### src/rtl/hdlc_rx_pkg.sv
package hdlc_rx_pkg;

  localparam logic [15:0] CRC_PRESET   = 16'hFFFF;
  localparam logic [15:0] CRC_RESIDUE  = 16'hF0B8;
  localparam logic [15:0] CRC_POLY_REF = 16'h8408;
  localparam int          MIN_BYTES    = 4;
  localparam int          CHECK_BYTES  = 2;

  // one line bit into the reflected CRC register
  function automatic logic [15:0] crc_bit(input logic [15:0] c, input logic b);
    logic fb;
    fb = c[0] ^ b;
    return (c >> 1) ^ (fb ? CRC_POLY_REF : 16'h0000);
  endfunction

  // a whole assembled byte, bit 0 first
  function automatic logic [15:0] crc_byte(input logic [15:0] c, input logic [7:0] d);
    logic [15:0] r;
    r = c;
    for (int i = 0; i < 8; i++) r = crc_bit(r, d[i]);
    return r;
  endfunction

endpackage

### src/rtl/hdlc_rx_linescan.sv
module hdlc_rx_linescan
  import hdlc_rx_pkg::*;
#(
  parameter int DEPTH = 400,
  parameter int AW    = $clog2(DEPTH),
  parameter int CW    = $clog2(DEPTH + 1)
) (
  input  logic          clk,
  input  logic          rst_n,
  input  logic          in_valid,
  input  logic [7:0]    in_byte,
  input  logic          wr_block,
  output logic          wr_en,
  output logic [AW-1:0] wr_addr,
  output logic [7:0]    wr_data,
  output logic          close_evt,
  output logic          close_good,
  output logic [CW-1:0] close_len
);

  logic [2:0]    ones_q, n_ones;
  logic          inf_q, n_inf;
  logic [7:0]    sh_q, n_sh;
  logic [2:0]    bc_q, n_bc;
  logic [CW-1:0] cnt_q, n_cnt;
  logic [15:0]   crc_q, n_crc;
  logic          do_emit, ebit;

  always_comb begin
    n_ones = ones_q; n_inf = inf_q; n_sh = sh_q; n_bc = bc_q;
    n_cnt = cnt_q; n_crc = crc_q;
    wr_en = 1'b0; wr_addr = '0; wr_data = '0;
    close_evt = 1'b0; close_good = 1'b0; close_len = '0;
    do_emit = 1'b0; ebit = 1'b0;
    if (in_valid) begin
      for (int j = 0; j < 8; j++) begin
        do_emit = 1'b0;
        ebit    = in_byte[j];
        if (in_byte[j]) begin
          if (n_ones == 3'd6) begin
            n_ones = 3'd7;          // abort: back to hunt
            n_inf  = 1'b0;
          end else if (n_ones != 3'd7) begin
            n_ones  = n_ones + 3'd1;
            do_emit = n_inf;
          end
        end else begin
          if (n_ones == 3'd6) begin
            if (n_inf) begin
              close_evt  = 1'b1;
              close_len  = n_cnt;
              close_good = (n_cnt >= CW'(MIN_BYTES)) && (n_crc == CRC_RESIDUE);
            end
            n_inf = 1'b1;
            n_cnt = '0;
            n_crc = CRC_PRESET;
            n_bc  = 3'd0;
          end else if (n_ones != 3'd5 && n_ones != 3'd7) begin
            do_emit = n_inf;
          end
          n_ones = 3'd0;
        end
        if (do_emit) begin
          n_sh = {ebit, n_sh[7:1]};
          if (n_bc == 3'd7) begin
            n_bc = 3'd0;
            if (n_cnt == DEPTH[CW-1:0] || wr_block) begin
              n_inf = 1'b0;         // overflow or store busy: drop frame
            end else begin
              wr_en   = 1'b1;
              wr_addr = n_cnt[AW-1:0];
              wr_data = n_sh;
              n_crc   = crc_byte(n_crc, n_sh);
              n_cnt   = n_cnt + CW'(1);
            end
          end else begin
            n_bc = n_bc + 3'd1;
          end
        end
      end
    end
  end

  always_ff @(posedge clk or negedge rst_n) begin
    if (!rst_n) begin
      ones_q <= 3'd0; inf_q <= 1'b0; sh_q <= '0; bc_q <= 3'd0;
      cnt_q <= '0; crc_q <= CRC_PRESET;
    end else begin
      ones_q <= n_ones; inf_q <= n_inf; sh_q <= n_sh; bc_q <= n_bc;
      cnt_q <= n_cnt; crc_q <= n_crc;
    end
  end

endmodule

### src/rtl/hdlc_rx_release.sv
module hdlc_rx_release
  import hdlc_rx_pkg::*;
#(
  parameter int DEPTH = 400,
  parameter int AW    = $clog2(DEPTH),
  parameter int CW    = $clog2(DEPTH + 1)
) (
  input  logic          clk,
  input  logic          rst_n,
  input  logic          wr_en,
  input  logic [AW-1:0] wr_addr,
  input  logic [7:0]    wr_data,
  input  logic          accept,
  input  logic [CW-1:0] accept_len,
  input  logic          out_ready,
  output logic          out_valid,
  output logic [7:0]    out_data,
  output logic          out_first,
  output logic          out_last
);

  logic [7:0]    store [DEPTH];
  logic          busy_q;
  logic [CW-1:0] rd_q, len_q;

  always_ff @(posedge clk) begin
    if (wr_en) store[wr_addr] <= wr_data;
  end

  always_ff @(posedge clk or negedge rst_n) begin
    if (!rst_n) begin
      busy_q <= 1'b0; rd_q <= '0; len_q <= '0;
    end else if (accept) begin
      busy_q <= 1'b1;
      rd_q   <= '0;
      len_q  <= accept_len - CW'(CHECK_BYTES);
    end else if (busy_q && out_ready) begin
      if (out_last) busy_q <= 1'b0;
      else          rd_q   <= rd_q + CW'(1);
    end
  end

  assign out_valid = busy_q;
  assign out_data  = store[rd_q[AW-1:0]];
  assign out_first = (rd_q == '0);
  assign out_last  = (rd_q == len_q - CW'(1));

endmodule

### src/rtl/hdlc_rx_deframer.sv
module hdlc_rx_deframer #(
  parameter int DEPTH = 400
) (
  input  logic       clk,
  input  logic       rst_n,
  input  logic       in_valid,
  input  logic [7:0] in_byte,
  input  logic       out_ready,
  output logic       out_valid,
  output logic [7:0] out_data,
  output logic       out_first,
  output logic       out_last
);

  localparam int AW = $clog2(DEPTH);
  localparam int CW = $clog2(DEPTH + 1);

  logic          wr_en;
  logic [AW-1:0] wr_addr;
  logic [7:0]    wr_data;
  logic          close_evt, close_good;
  logic [CW-1:0] close_len;
  logic          frame_accept;

  hdlc_rx_linescan #(.DEPTH(DEPTH), .AW(AW), .CW(CW)) i_scan (
    .clk(clk), .rst_n(rst_n), .in_valid(in_valid), .in_byte(in_byte),
    .wr_block(out_valid), .wr_en(wr_en), .wr_addr(wr_addr), .wr_data(wr_data),
    .close_evt(close_evt), .close_good(close_good), .close_len(close_len)
  );

  assign frame_accept = close_evt && close_good && !out_valid;

  hdlc_rx_release #(.DEPTH(DEPTH), .AW(AW), .CW(CW)) i_rel (
    .clk(clk), .rst_n(rst_n), .wr_en(wr_en), .wr_addr(wr_addr), .wr_data(wr_data),
    .accept(frame_accept), .accept_len(close_len), .out_ready(out_ready),
    .out_valid(out_valid), .out_data(out_data), .out_first(out_first),
    .out_last(out_last)
  );

endmodule

### config.mk
export PLATFORM = sky130hd
export DESIGN_NAME = hdlc_rx_deframer
export DESIGN_NICKNAME = d
export VERILOG_FILES = /design/src/rtl/hdlc_rx_pkg.sv /design/src/rtl/hdlc_rx_linescan.sv /design/src/rtl/hdlc_rx_release.sv /design/src/rtl/hdlc_rx_deframer.sv
export SDC_FILE = /design/constraint.sdc
export NUM_CORES = 2
export LEC_CHECK = 0
export BUFFER_PORTS_ARGS = -buffer_cell sky130_fd_sc_hd__buf_4
export CAP_MARGIN = 30
export CORE_MARGIN = 4
export CORE_UTILIZATION = 40
export CTS_CLUSTER_DIAMETER = 150
export CTS_CLUSTER_SIZE = 28
export DETAILED_ROUTE_END_ITERATION = 8
export PLACE_DENSITY = 0.64
export SLEW_MARGIN = 0
export SYNTH_ARGS = -nofsm -noshare
export SYNTH_HDL_FRONTEND = slang
export SYNTH_SLANG_ARGS = --single-unit
### constraint.sdc
create_clock -name clk -period 30.5 [get_ports clk]
set_clock_uncertainty 0.1 [all_clocks]
set_input_delay 4.575 -clock clk [delete_from_list [all_inputs] [get_ports clk]]
set_output_delay 4.575 -clock clk [all_outputs]
set_load 0.005 [all_outputs]
* Word level (Yosys, flattened, before mapping) *
Memories as Yosys holds them, arrays and structs flattened.
Index checks and enable logic that the tools add are counted.

storage, ports and cells
  register bits after elaboration = 58
  output and inout bits = 11
  RAM bits = 3,200
  input bits = 12
  word-level logic and storage cells = 783
  memories kept = 1

cells by class
  bitwise logic cells = 128
  $add $sub $neg = 27
  magnitude comparators = 8
  eq/ne operators = 50
  multiplexer cells = 527
  reductions and logical operators = 33

memory list
  memory       words  width  read ports  clocked after memory_dff  wr ports  line                   RTL
  i_rel.store  400    8      1           0                         1         hdlc_rx_release.sv:22  logic [7:0] store [DEPTH];

operators by type and width
  cell                                                                number
  2-to-1 mux 16 bit                                                   119
  XOR 15 x 16 -> 16 bit                                               64
  2-to-1 mux 9 bit                                                    110
  2-to-1 mux 8 bit                                                    41
  2-to-1 mux 3 bit                                                    71
  2-to-1 mux 1 bit                                                    186
  equality test 16 bit (second input constant)                        8
  adder 9 x 1 -> 9 bit (second input constant)                        9
  equality test 9 bit (second input constant)                         8
  greater-or-equal comparator 9 x 3 -> 1 bit (second input constant)  8
  XOR 1 bit                                                           64
  adder 3 x 1 -> 3 bit (second input constant)                        16
  equality test 3 bit (second input constant)                         16
  != test 3 bit (second input constant)                               16
  logical AND 1 bit                                                   19
  equality test 9 bit                                                 1
  zero test 9 bit                                                     1
  subtractor 9 x 1 -> 9 bit (second input constant)                   1
  subtractor 9 x 2 -> 9 bit (second input constant)                   1
  logical OR 1 bit                                                    8
  AND reduction 2 bit                                                 2
  nonzero test 2 bit                                                  2
  != test 2 x 1 -> 1 bit (second input constant)                      1
  zero test 1 bit                                                     1

* Longest topological paths before layout *
  depth after elaboration = 248
  depth in mapped cells = 66
  depth with buffers taken out = 58

* By module *
From an unflattened synthesis, not the netlist that was laid out.

unflattened totals
  cell total of the unflattened synthesis = 8,345
  area, all modules = 142,381.6 um^2

by module, submodules not included
  module            cells an instance  seq. area each (um^2)  times used  area each (um^2)
  hdlc_rx_release   5,743              96,567.6               1           124,610.8
  hdlc_rx_linescan  2,601              996.0                  1           17,762.0
  hdlc_rx_deframer  1                  0.0                    1           8.8

* Least setup slack after synthesis *
No wires, ideal clock.

  kind = in2reg
  start = input port in_byte[0]
  end = memory i_rel.store[0][7] (data pin)
  data arrival time = 26.186 ns
  stages = 52
  data required time = 28.054 ns
  path buffers = 13
  setup time = 2.346 ns
  setup slack = 1.868 ns
  path through = buf_2 > buf_1 > nand2_1 > inv_1 > ha_1 > o211ai_1 > nor2_1 > clkbuf_1 > clkbuf_1 > buf_1 > clkbuf_1 > nor2_1 > ha_1 > ha_1 > o2111a_1 > and3_1 > buf_6 > or3_1 > [... 16 more ...] > nor2_1 > ha_1 > nand2_1 > inv_1 > mux2_2 > nor4_2 > and4_1 > nand2b_1 > mux2i_1 > or2_2 > ha_1 > inv_1 > o41a_1 > nand3_1 > clkbuf_1 > clkbuf_1 > o211ai_1 > a21oi_1

on the way
  word-level cells in the longest chain between the ends = 71
  elaborated cells between the ends (all ways) = 303
  those cells by class = add/sub (20); eq/ne (37); mux (231); reduce/logical (15)

ends and longest elaborated chain
  element                                                        line                    RTL
  from (decl)                                                    hdlc_rx_deframer.sv:7   input logic [7:0] in_byte,
  branches (longest 69 deep; another with adder 9 x 1 -> 9 bit)  --
  2-to-1 mux 8 bit *                                             hdlc_rx_linescan.sv:63  if (do_emit) begin
  2-to-1 mux 8 bit *                                             hdlc_rx_linescan.sv:35  if (in_valid) begin
  via i_rel.wr_data[7]                                           hdlc_rx_release.sv:12   input logic [7:0] wr_data,
  to (decl)                                                      hdlc_rx_release.sv:22

Mark *: on every way through the listed nets, which the timed path passes. The select of a mux whose other input is x is not followed.

* Final worst setup path *
  start = input port in_byte[0]
  end = memory i_rel.store[348][3] (data pin)

Same word-level chain as after synthesis.

==> impl_metrics.json <==
{
  "status": "finished, final reports clean",
  "cp.arrival_ps": 20460,
  "synth_xor_xnor_area_share_pct": 1.659,
  "maxCapViolCount": 0,
  "drt_first_iter_violations": 11060,
  "grt_pass1_vias": 76150,
  "tightest_slew_ps": 1171,
  "syn_area_um2": 143200,
  "cts_sinks": 3258,
  "synth_compound_area_share_pct": 4.592,
  "final_util_pct": 42.88,
  "required_ps": 30950,
  "synthesis.nets": 8065,
  "overflow": 0,
  "synth_seq_cells": 3258,
  "finalHoldViolCount": 0,
  "port_buffers": 22,
  "cts_setup_buffers": 0,
  "finalMaxSlewViolations": 0,
  "dieArea_um2": 367600,
  "nFillCells": 30670,
  "die_w_um": 606.3,
  "grt_busiest_layer": "met2",
  "synth_flop_cell": "edfxtp_1",
  "synth_cells": 8000,
  "route.vias.total": 77800,
  "drive_above_1_share_pct": 20.87,
  "cp_slowest_cell": "a31oi_1",
  "viasPerCell": 6.184,
  "dpl.hpwl_mm": 244.7,
  "route.detailed.wl_per_inst_um": 30.49,
  "rows": 219,
  "start_kind": "input port",
  "clock.fmax_mhz": 49.97,
  "final_common_cell": "edfxtp_1",
  "synthMuxAreaShare_pct": 17.62,
  "ir_drop_uv": 121.7,
  "place_congestion": 0.9554,
  "cts_tree": "done",
  "cts_buffers": 142,
  "max_slew_margin_pct": 21.94,
  "powerDensity_nw_per_um2": 87.27,
  "die_h_um": 606.3,
  "drcViolationCount": 0,
  "ys_types": 136,
  "hold_class": "reg2reg",
  "cp_max_fo": 76,
  "rsz0062_at_grt": "no",
  "synth-seq-area-share_pct": 68.14,
  "setup_viol": 0,
  "grt_max_degree": 184,
  "start_util_pct": 40.20,
  "synth-edff-count": 3200,
  "use_met1_pct": 29.47,
  "layout_common_cells": "edfxtp_1 (3,200), mux4_2 (1,056), nor2_1 (700), nand2_1 (348), a21oi_1 (180)",
  "avgSynthCellArea_um2": 17.90,
  "cts_hold_buffers": 0,
  "nets": 7869,
  "clk_pin_slew_ps": 100,
  "use_met2_pct": 32.12,
  "grt_use_met3_pct": 3.854,
  "antenna_left": 0,
  "synth_top_family_by_area": "multiplexers",
  "post-route-period-util_pct": 65.61,
  "totalWireLength_mm": 383.6,
  "max_stage_delay_ps": 790,
  "clk_path_buf_depth": 4,
  "area_growth_pct": 6.691,
  "core_um2": 356200,
  "antenna_found_initial": 15,
  "finalNonFillerCells": 12580,
  "crit_type": "in2reg",
  "root_buffer": "clkbuf_16",
  "grt_pass1_wl_mm": 558.5,
  "ios": 23,
  "whs_ps": 465.4,
  "rrSetupSlack_ps": 13130,
  "synth-adder-area-share_pct": 0.4631,
  "endpoint_kind": "register",
  "cts_resized": 0,
  "tns_ps": 0,
  "gr-usage-all-layers_pct": 20.56,
  "postSynth.asyncResetShare_pct": 1.780,
  "clkLatencyLatePin_ps": 880,
  "power_leakage_nw": 47.22,
  "post-place-cells": 12400,
  "drtPass1Iterations": 8,
  "ys.warnings.count": 0,
  "yosys.area_share.simple_pct": 5.857,
  "min_period_ps": 20010,
  "htreeDepth": 4
}
==> per-layer routing <==
| metal | vias to the layer above | part of all wire (%) |
|---|---|---|
| met1 | 41180 | 41 |
| li1 | 32130 | - |
| met4 | 10 | 3.2 |
| met2 | 3873 | 47 |
| met3 | 599 | 9.1 |
| met5 | - | 0.020 |
==> registers in the layout, summed over array words and instances (netlist names) <==
register,flops
i_rel.store,3200
i_scan.crc_q,16
i_rel.len_q,9
i_rel.rd_q,9
i_scan.cnt_q,9
i_scan.sh_q,7
i_scan.bc_q,3
i_scan.ones_q,3
i_rel.out_valid,1
i_scan.inf_q,1
==> synthesized netlist by cell type (25+ instances only) <==
| master | number | area share, % |
|---|---|---|
| mux2i_1 | 83 | 0.58 |
| o21ai_1 | 36 | 0.13 |
| or3_1 | 39 | 0.17 |
| buf_1 | 119 | 0.31 |
| a21o_1 | 25 | 0.13 |
| ha_1 | 53 | 0.46 |
| clkbuf_1 | 350 | 0.92 |
| and3_1 | 36 | 0.16 |
| nand4_1 | 67 | 0.29 |
| xnor2_1 | 129 | 0.79 |
| mux2_2 | 39 | 0.31 |
| nor3_1 | 101 | 0.35 |
| nand2_1 | 356 | 0.93 |
| dfrtp_1 | 42 | 0.73 |
| a21oi_1 | 181 | 0.63 |
| o21ai_0 | 162 | 0.57 |
| edfxtp_1 | 3200 | 67 |
| mux4_2 | 1056 | 17 |
| o211ai_1 | 84 | 0.44 |
| inv_1 | 73 | 0.19 |
| a211oi_1 | 50 | 0.26 |
| nor2_1 | 714 | 1.9 |
| and2_1 | 49 | 0.21 |
| nor4_1 | 52 | 0.23 |
| nand3_1 | 125 | 0.44 |
| or2_2 | 38 | 0.17 |
| xor2_1 | 72 | 0.44 |
| o21a_1 | 35 | 0.18 |
| a31oi_1 | 43 | 0.19 |
| buf_2 | 40 | 0.14 |
==> path summary, 6_finish.rpt <==
path                             startpoint             endpoint  depth (start not counted)
max in group asynchronous             rst_n        i_rel.rd_q[1]                          1
hold reg to reg             i_scan.crc_q[4]      i_scan.crc_q[4]                          2
hold / removal              i_scan.crc_q[4]      i_scan.crc_q[4]                          2
min in group asynchronous             rst_n     i_scan.ones_q[1]                          1
setup reg to reg           i_scan.ones_q[0]  i_rel.store[348][3]                         54
setup / recovery                 in_byte[0]  i_rel.store[348][3]                         49
==> cell families after synthesis <==
group / count (synthesis)
multiplexers: 1190
XOR/XNOR: 229
buffers and inverters: 600
AND/OR/NAND/NOR: 1745
flip-flops: 3258
adder cells (fa/ha/maj): 53
AO/OA/AOI/OAI: 925
==> where the power goes <==
part	switching, W	leakage (nW)	internal [W]
logic	0.00370	15.0	0.00147
registers	0.0000990	30.4	0.00589
clock network	0.00130	1.83	0.000875
==> area by class of cell <==
type,instances,area [µm²],area share (%)
clock inverters,3,28.78,0.01884
repair buffers,186,1757,1.150
flip-flops and latches,3258,97590,63.88
well taps,4751,5944,3.891
diodes,14,35.03,0.02293
multi-input cells,4142,43440,28.43
inverters,74,277.8,0.1818
clock buffers,152,3697,2.420
==> worst max-delay path, delay by kind of cell <==
kind | cells | cell delay [ps]
and+or+nand+nor | 18 | 5240
buffers and inverters | 9 | 3330
adders and majority gates | 6 | 1100
AOI/OAI and AO/OA | 10 | 3780
xor gates and xnor gates | 3 | 1020
muxes | 3 | 1190
==> metrics by stage <==
step / instance area (µm²) / worst slack (ps) / total power [W]
2_1_floorplan: 143200 / 1868 / 0.009699
3_3_place_gp: 148600 / 10100 / 0.01098
3_5_place_dp: 148900 / 9919 / 0.01112
4_1_cts: 152600 / 10720 / 0.01325
5_1_grt: 152700 / 9558 / 0.01389
6_report: 152800 / 10490 / 0.01333
Note: power is estimated with default switching activity, not from simulation.
